--- src/rtl/smp_timing_pkg.sv ---
package smp_timing_pkg;

  localparam int DATA_W   = 8;
  localparam int RATE_W   = 2;
  localparam int BCK_W    = 2;
  localparam int MODE_BIT = 0;
  localparam int SRST_BIT = 7;
  localparam int RATE_LSB = 0;
  localparam int BCK_LSB  = 2;

  typedef enum logic { SEL_CTRL = 1'b0, SEL_RATE = 1'b1 } reg_sel_e;

  typedef struct packed {
    logic [BCK_W-1:0]  bck_code;
    logic [RATE_W-1:0] rate_code;
    logic              mode;
  } ctrl_t;

  // Sample period in clocks: code 0 is slowest, each step halves it.
  function automatic int unsigned frame_len(input logic [RATE_W-1:0] code,
                                            input int unsigned base);
    return base << (((1 << RATE_W) - 1) - int'(code));
  endfunction

  // Bit period in clocks: code 0 is slowest, each step halves it.
  function automatic int unsigned bit_div(input logic [BCK_W-1:0] code,
                                          input int unsigned slow);
    return slow >> int'(code);
  endfunction

endpackage

--- src/rtl/smp_rst_seq.sv ---
module smp_rst_seq #(
  parameter int RST_CYCLES = 4
) (
  input  logic clk,
  input  logic rst_pin,
  input  logic sw_trig,
  output logic busy_now,
  output logic seq_busy
);
  localparam int W = $clog2(RST_CYCLES + 1);

  logic [W-1:0] left_q;

  always_ff @(posedge clk) begin
    if (rst_pin || sw_trig)  left_q <= W'(RST_CYCLES);
    else if (left_q != '0)   left_q <= left_q - 1'b1;
  end

  assign seq_busy = (left_q != '0);
  assign busy_now = rst_pin | sw_trig | seq_busy;
endmodule

--- src/rtl/smp_ctrl_regs.sv ---
module smp_ctrl_regs
  import smp_timing_pkg::*;
(
  input  logic              clk,
  input  logic              clr,
  input  logic              wr_en,
  input  logic              wr_addr,
  input  logic [DATA_W-1:0] wr_data,
  output logic              sw_trig,
  output ctrl_t             ctrl_q
);
  logic unused_bits;
  assign unused_bits = ^wr_data[6:4];

  assign sw_trig = wr_en && (reg_sel_e'(wr_addr) == SEL_CTRL) && wr_data[SRST_BIT];

  always_ff @(posedge clk) begin
    if (clr) begin
      ctrl_q <= '0;
    end else if (wr_en) begin
      case (reg_sel_e'(wr_addr))
        SEL_CTRL: ctrl_q.mode <= wr_data[MODE_BIT];
        SEL_RATE: begin
          ctrl_q.rate_code <= wr_data[RATE_LSB +: RATE_W];
          ctrl_q.bck_code  <= wr_data[BCK_LSB +: BCK_W];
        end
        default: ;
      endcase
    end
  end
endmodule

--- src/rtl/smp_frame_gen.sv ---
module smp_frame_gen
  import smp_timing_pkg::*;
#(
  parameter int BASE_PERIOD = 256,
  parameter int SLOW_DIV    = 8,
  parameter int FIRST_DELAY = 2070,
  parameter int RST_CYCLES  = 4
) (
  input  logic              clk,
  input  logic              hold,
  input  logic [RATE_W-1:0] rate_code,
  input  logic [BCK_W-1:0]  bck_code,
  output logic              fs_o,
  output logic              bce_o
);
  localparam int MAX_P      = BASE_PERIOD << ((1 << RATE_W) - 1);
  localparam int FIRST_LOAD = FIRST_DELAY - RST_CYCLES - 1;
  localparam int CNT_TOP    = (MAX_P > FIRST_LOAD) ? MAX_P : FIRST_LOAD;
  localparam int CNT_W      = $clog2(CNT_TOP + 1);
  localparam int BW         = $clog2(SLOW_DIV + 1);

  logic [CNT_W-1:0] fcnt_q, reload;
  logic [BW-1:0]    bcnt_q, div_act_q, div_new, div_sel, eff, bnext;
  logic             boundary, bce_now;

  always_comb begin
    boundary = (fcnt_q == '0);
    reload   = CNT_W'(frame_len(rate_code, BASE_PERIOD) - 1);
    div_new  = BW'(bit_div(bck_code, SLOW_DIV));
    div_sel  = boundary ? div_new : div_act_q;
    eff      = boundary ? '0 : bcnt_q;
    bce_now  = (eff == '0);
    bnext    = (eff == div_sel - 1'b1) ? '0 : eff + 1'b1;
  end

  always_ff @(posedge clk) begin
    if (hold) begin
      fcnt_q    <= CNT_W'(FIRST_LOAD);
      bcnt_q    <= '0;
      div_act_q <= BW'(SLOW_DIV);
      fs_o      <= 1'b0;
      bce_o     <= 1'b0;
    end else begin
      fcnt_q <= boundary ? reload : fcnt_q - 1'b1;
      bcnt_q <= bnext;
      if (boundary) div_act_q <= div_sel;
      bce_o  <= bce_now;
      if (boundary)     fs_o <= 1'b1;
      else if (bce_now) fs_o <= 1'b0;
    end
  end
endmodule

--- src/rtl/smp_timing_ctl.sv ---
module smp_timing_ctl
  import smp_timing_pkg::*;
#(
  parameter int BASE_PERIOD  = 256,
  parameter int SLOW_BIT_DIV = 8,
  parameter int FIRST_DELAY  = 2070,
  parameter int RST_CYCLES   = 4
) (
  input  logic       clk,
  input  logic       rst_pin,
  input  logic       wr_en,
  input  logic       wr_addr,
  input  logic [7:0] wr_data,
  output logic       fs_o,
  output logic       bce_o,
  output logic       mode_o,
  output logic       seq_busy_o
);
  logic  sw_trig, busy_now;
  ctrl_t ctrl_q;

  smp_rst_seq #(.RST_CYCLES(RST_CYCLES)) u_seq (
    .clk(clk), .rst_pin(rst_pin), .sw_trig(sw_trig),
    .busy_now(busy_now), .seq_busy(seq_busy_o)
  );

  smp_ctrl_regs u_regs (
    .clk(clk), .clr(busy_now), .wr_en(wr_en), .wr_addr(wr_addr),
    .wr_data(wr_data), .sw_trig(sw_trig), .ctrl_q(ctrl_q)
  );

  smp_frame_gen #(
    .BASE_PERIOD(BASE_PERIOD), .SLOW_DIV(SLOW_BIT_DIV),
    .FIRST_DELAY(FIRST_DELAY), .RST_CYCLES(RST_CYCLES)
  ) u_frame (
    .clk(clk), .hold(busy_now), .rate_code(ctrl_q.rate_code),
    .bck_code(ctrl_q.bck_code), .fs_o(fs_o), .bce_o(bce_o)
  );

  assign mode_o = ctrl_q.mode;
endmodule

--- config.mk ---
export PLATFORM = sky130hd
export DESIGN_NAME = smp_timing_ctl
export DESIGN_NICKNAME = d
export VERILOG_FILES = /design/src/rtl/smp_timing_pkg.sv /design/src/rtl/smp_rst_seq.sv /design/src/rtl/smp_ctrl_regs.sv /design/src/rtl/smp_frame_gen.sv /design/src/rtl/smp_timing_ctl.sv
export SDC_FILE = /design/constraint.sdc
export NUM_CORES = 1
export LEC_CHECK = 0
export ABC_CLOCK_PERIOD_IN_PS = 2100
export BUFFER_PORTS_ARGS = -buffer_cell sky130_fd_sc_hd__buf_4
export CAP_MARGIN = 20
export CORE_MARGIN = 2
export CORE_UTILIZATION = 51
export DETAILED_ROUTE_END_ITERATION = 10
export PLACE_DENSITY_LB_ADDON = 0.08
export SLEW_MARGIN = 20
export SYNTH_ARGS = -nofsm -noshare
export SYNTH_HDL_FRONTEND = slang
export SYNTH_SLANG_ARGS = --single-unit
--- constraint.sdc ---
create_clock -name clk -period 2.1 [get_ports clk]
set_input_delay 0.315 -clock clk [delete_from_list [all_inputs] [get_ports clk]]
set_output_delay 0.315 -clock clk [all_outputs]
set_load 0.005 [all_outputs]
Word level (Yosys, flattened, before mapping):

Index checks and enable logic that the tools add are counted.

* add/sub/neg operators: 6
* equal/unequal tests: 1
* shifts and indexed selects: 2
* muxes and demuxes: 5
* bitwise logic cells: 3
* reduce and logical (&&, ||, !) cells: 10

Operators with widths (number)
* 9-bit by 32-bit left shift with 12-bit output, first input constant: 1
* 12-bit by 1-bit subtractor with 12-bit output, second input constant: 2
* 12-bit zero test: 1
* 12-bit 2-to-1 mux: 1
* 4-bit 2-to-1 mux: 2
* 4-bit by 1-bit adder with 4-bit output, second input constant: 1
* 4-bit == test: 1
* 4-bit zero test: 1
* 2-bit AND reduction: 2
* 4-bit by 2-bit right shift with 4-bit output, first input constant: 1
* 4-bit by 1-bit subtractor with 4-bit output, second input constant: 1
* 3-bit nonzero test: 1
* 2-bit by 2-bit subtractor with 3-bit output, first input constant: 1
* 3-bit by 1-bit subtractor with 3-bit output, second input constant: 1
* 1-bit logical AND: 2
* 1-bit 2-to-1 mux: 2
* 1-bit OR: 2
* 2-bit nonzero test: 1
* 2-bit OR reduction: 1
* 1-bit logical OR: 1
* 1-bit NOT: 1

* flip-flop bits (word level): 30
* input port bits: 12
* output and inout port bits: 4
* logic and storage cells: 36

Depth between registers and ports, before layout:

* depth after elaboration: 6
* gate-level depth with buffers: 9
* depth with buffers taken out: 9

Modules after synthesis:

From an unflattened synthesis, not the netlist that was laid out.

* cells, all modules: 163
* area, all modules: 1498.9 um^2

Modules (own cells, without submodules)
* smp_frame_gen: times used 1, cells each 122, area an instance 1091.0 um^2, seq. area each 440.4 um^2
* smp_ctrl_regs: times used 1, cells each 24, area an instance 239.0 um^2, seq. area each 100.1 um^2
* smp_rst_seq: times used 1, cells each 17, area an instance 168.9 um^2, seq. area each 60.1 um^2

Worst setup path after synthesis:

No wires, ideal clock.

* path type: register to register
* start point: register u_frame.fcnt_q[9]
* end point: register u_frame.bcnt_q[0]
* setup time: 0.136 ns
* data arrival time: 2.153 ns
* required time: 1.964 ns
* path slack: -0.189 ns
* cell stages (with the launch flop): 10
* buffers on the path: 1
* clock period less this slack: 2.289 ns
* cells stage by stage: dfxtp_1 > nor4_4 > nand3_1 > buf_2 > a21oi_1 > ha_1 > xnor2_1 > a211oi_1 > o311a_1 > a211oi_1

* longest elaborated chain between the ends: 5
* elaborated cells on any way between the ends: 7
* classes of those cells: 2 x add/sub; 1 x eq/ne; 2 x mux; 2 x reduce/logical

Ends and longest elaborated chain
* from (decl): RTL line smp_frame_gen.sv:22 `logic [CNT_W-1:0] fcnt_q, reload;`
* from (signal assigned): RTL line smp_frame_gen.sv:38 `fcnt_q <= CNT_W'(FIRST_LOAD);`
* from (signal assigned): RTL line smp_frame_gen.sv:44 `fcnt_q <= boundary ? reload : fcnt_q - 1'b1;`
* 12-bit zero test (*): RTL line smp_frame_gen.sv:27 `boundary = (fcnt_q == '0);`
* 4-bit 2-to-1 mux: RTL line smp_frame_gen.sv:30 `div_sel = boundary ? div_new : div_act_q;`
* 4-bit by 1-bit subtractor with 4-bit output: RTL line smp_frame_gen.sv:33 `bnext = (eff == div_sel - 1'b1) ? '0 : eff + 1'b1;`
* 4-bit == test: RTL line smp_frame_gen.sv:33
* 2-bit OR reduction (no source line)
* to (signal assigned): RTL line smp_frame_gen.sv:45 `bcnt_q <= bnext;`
* to (decl): RTL line smp_frame_gen.sv:23 `logic [BW-1:0] bcnt_q, div_act_q, div_new, div_sel, eff, bnext;`

Mark *: on every way between the ends. The rest lies on a longest branch, timed or not.
A chain may end at the register's enable or synchronous reset.

Final worst setup path:

* start point: register u_frame.fcnt_q[1]
* end point: register u_frame.bcnt_q[1]

The elaborated chain is that of the path after synthesis.

==> impl_metrics.py <==
metrics = {
    "logic_synthesis": {
        "synth_cell_types": 38,
        "muxShareOfSynthArea_pct": 1.40,
        "syn-num-nets": 178,
        "synthAdderAreaFrac_pct": 5.24,
        "synth_enable_flop_cells": 0,
        "avgSynthCellArea_um2": 8.95,
        "synthXorXnorAreaFrac_pct": 7.34,
        "yosysTopAreaCellShare_pct": 41.9,
        "synth_top_cell_by_area": "dfxtp_1",
        "synth-warning-count": 0,
        "ys_seq_area_share_pct": 41.9,
        "async_reset_ff_share_pct": 0,
        "yosys-top-cells-count": "30 x dfxtp_1, 20 x nor2_1, 16 x nand2_1",
        "synthMostInstantiatedCell": "dfxtp_1",
        "synth-compound-area-share_pct": 14.6,
        "syn_area_mm2": 0.00143,
        "yosys.area_share.simple_pct": 25.2,
        "synth-main-ff-cell": "dfxtp_1",
        "yosys_register_bits": 30,
        "synthTopCellsByArea": "dfxtp_1 42%, xnor2_1 6.1%, ha_1 5.2%",
        "synth_top_family_by_area": "simple AND/OR/NAND/NOR gates",
        "postSynthCellCount": 160,
    },
    "power_and_ir_drop": {
        "p_leak_nw": 0.687,
        "powerDensity_mw_per_mm2": 637,
        "vdd_ir_drop_max_mv": 0.597,
    },
    "cells_and_area": {
        "drive_gt1_share_pct": 31.3,
        "utilization_pct": 68.7,
        "nFillCells": 218,
        "diodes": 0,
        "layout.nets": 214,
        "instances_no_fill": 226,
        "area_growth_pct": 30.0,
    },
    "timing": {
        "clock_skew_ns": 0.0149,
        "min_period_ns": 2.20,
        "timing.final.ws_setup_ns": -0.102,
        "finalHoldViolCount": 0,
        "setup_viol": 4,
        "rsz0062_at_grt": "true",
        "post-route-period-util_pct": 105,
        "tightest_slew_ns": 0.583,
        "max-slew-margin-rel_pct": 60.9,
        "slew_viol_final": 0,
        "fmax_mhz": 454,
    },
    "clocking": {
        "clock_sinks": 30,
        "worstSkewPairLatency_ns": 0.34,
        "htree_levels": 2,
        "cts_buffers": 5,
        "clk_path_buf_depth": 2,
        "cts_tree": "yes",
        "cts.clk_slew.worst_paths_ns": 0.10,
        "cts_root_buf": "clkbuf_4",
    },
    "setup_path": {
        "cp_max_fo": 4,
        "crit_type": "reg2reg",
        "worstReg2RegStart": "u_frame.fcnt_q[1]",
        "r2r_end": "u_frame.bcnt_q[1]",
        "reg2reg_depth": 10,
        "worst_ep_required_time_ns": 2.32,
        "startpoint_type": "register",
        "worstSetupEndpoint": "u_frame.bcnt_q[1]",
        "worstSetupStartpoint": "u_frame.fcnt_q[1]",
        "arrival_ns": 2.42,
        "worst_setup_path_end_kind": "register",
        "r2r_setup_slack_ns": -0.10,
    },
    "run_status": {
        "status": "finished, violations left",
        "violations": "negative setup slack",
    },
    "place": {
        "gp_congestion": 0.786,
        "numPlacedInstances": 217,
        "dp_hpwl_um": 2100,
        "port_buffers": 12,
    },
    "die": {
        "dieWidth_um": 57,
        "fp.dieArea_mm2": 0.00325,
        "io_pins": 16,
        "dieHeight_um": 57,
        "initial_core_util_pct": 52.9,
        "rows": 19,
        "core_area_mm2": 0.00271,
    },
    "job": {
        "maxCapViolCount": 0,
    },
    "routing": {
        "first_pass_iters": 4,
        "vias": 1245,
        "routed_wl_um": 3120,
        "avgViaCountPerCell": 5.51,
        "drc": 0,
        "first_iter_violations": 44,
        "ant_nets": 0,
        "detail_route.wl_per_cell_um": 13.8,
    },
    "grt": {
        "grt_antenna_before_repair": 0,
        "grt_first_pass_wirelength_um": 5280,
        "grt_max_degree": 20,
        "grt_pass1_vias": 1190,
        "gr-usage-all-layers_pct": 21.2,
        "grt-ovfl-total": 0,
    },
    "worst_hold_path": {
        "min_path_type": "in2reg",
    },
}
[worst min-delay path by stage]
stage / to / slack [ns] / startpoint / cells after the start
final: u_seq.left_q[0] / 0.18 / rst_pin / 2
after global routing: u_seq.left_q[0] / 0.18 / rst_pin / 2
after CTS: u_seq.left_q[0] / 0.17 / rst_pin / 2
after detailed placement: u_frame.div_act_q[3] / 0.48 / u_frame.div_act_q[3] / 2
after global placement: u_frame.fs_o / 0.47 / u_frame.fs_o / 2
after floorplan: u_seq.left_q[0] / 0.39 / rst_pin / 1
[power by group]
part	internal (mW)	switching [mW]	total [mW]
Clock	0.151	0.190	0.341
Sequential	0.601	0.0218	0.623
Combinational	0.108	0.115	0.222
[worst max-delay path, cell delays in order (launching register included)]
cell	delay (ns)
dfxtp_2	0.33
nor4_2	0.25
buf_4	0.17
nand3_4	0.11
buf_6	0.17
a21oi_4	0.17
ha_4	0.23
xnor2_2	0.14
a211oi_2	0.19
o311a_4	0.26
a211oi_2	0.07
[timing repair]
item                                    4_1_cts  5_1_grt
hold buffers                                  0        0
gates cloned                                  0        0
pin swaps                                     8        7
resized for setup                            11        2
buffers inserted                              1        2
endpoints found under the setup margin        4        4
[layout by cell type (no fill, tap or decap), drive strengths merged, types with 2 or more instances in the layout]
cell	instances
clkbuf	6
a31oi	2
dfxtp	30
nor3	4
xnor2	10
or4	2
xor2	2
a21oi	14
inv	10
a211oi	4
ha	6
buf	34
nor2	20
mux2i	2
nor4	4
nor3b	4
nand3	8
o41ai	3
nand2b	2
nand2	16
or3	2
[flip-flops by register name, indices dropped and copies added, names as in the netlist]
name               count
u_frame.fcnt_q        12
u_regs.ctrl_q          5
u_frame.bcnt_q         4
u_frame.div_act_q      4
u_seq.left_q           3
u_frame.bce_o          1
u_frame.fs_o           1
[per-stage QoR]
step                setup TNS [ns]  hold WS, ns  setup slack [ns]  instance area [µm²]  total power, mW
floorplan                   -0.270        0.392           -0.0781                 1460            0.776
global placement            -0.513        0.468            -0.141                 1700            0.839
detailed placement          -0.646        0.477            -0.181                 1700            0.851
CTS                         -0.639        0.174            -0.173                 1820             1.19
global route                -0.846        0.176            -0.224                 1860             1.25
finish                      -0.363        0.182            -0.102                 1860             1.19
[metal layers]
layer | GRT usage, % | up-vias | wire (µm)
met4 | 7.64 | 0 | 59
met2 | 36.5 | 33 | 1540
met5 | 0 | - | 0
li1 | - | 637 | -
met1 | 24.2 | 569 | 1380
met3 | 7.94 | 6 | 134
[cells by family after synthesis]
family          Yosys count
mux                       2
flops                    30
buf+inv                  15
compound gates           30
xor+xnor                 12
fa+ha+maj                 6
simple gates             65
[layout make-up]
cell class / instances / area [µm²] / share of cell area, %
inverters: 10 / 37.5 / 2.02
well taps: 31 / 38.8 / 2.08
flip-flops and latches: 30 / 604 / 32.5
repair buffers: 34 / 259 / 13.9
clock buffers: 6 / 51.3 / 2.76
multi-input cells: 115 / 871 / 46.8
(Power assumes the default switching activity.)
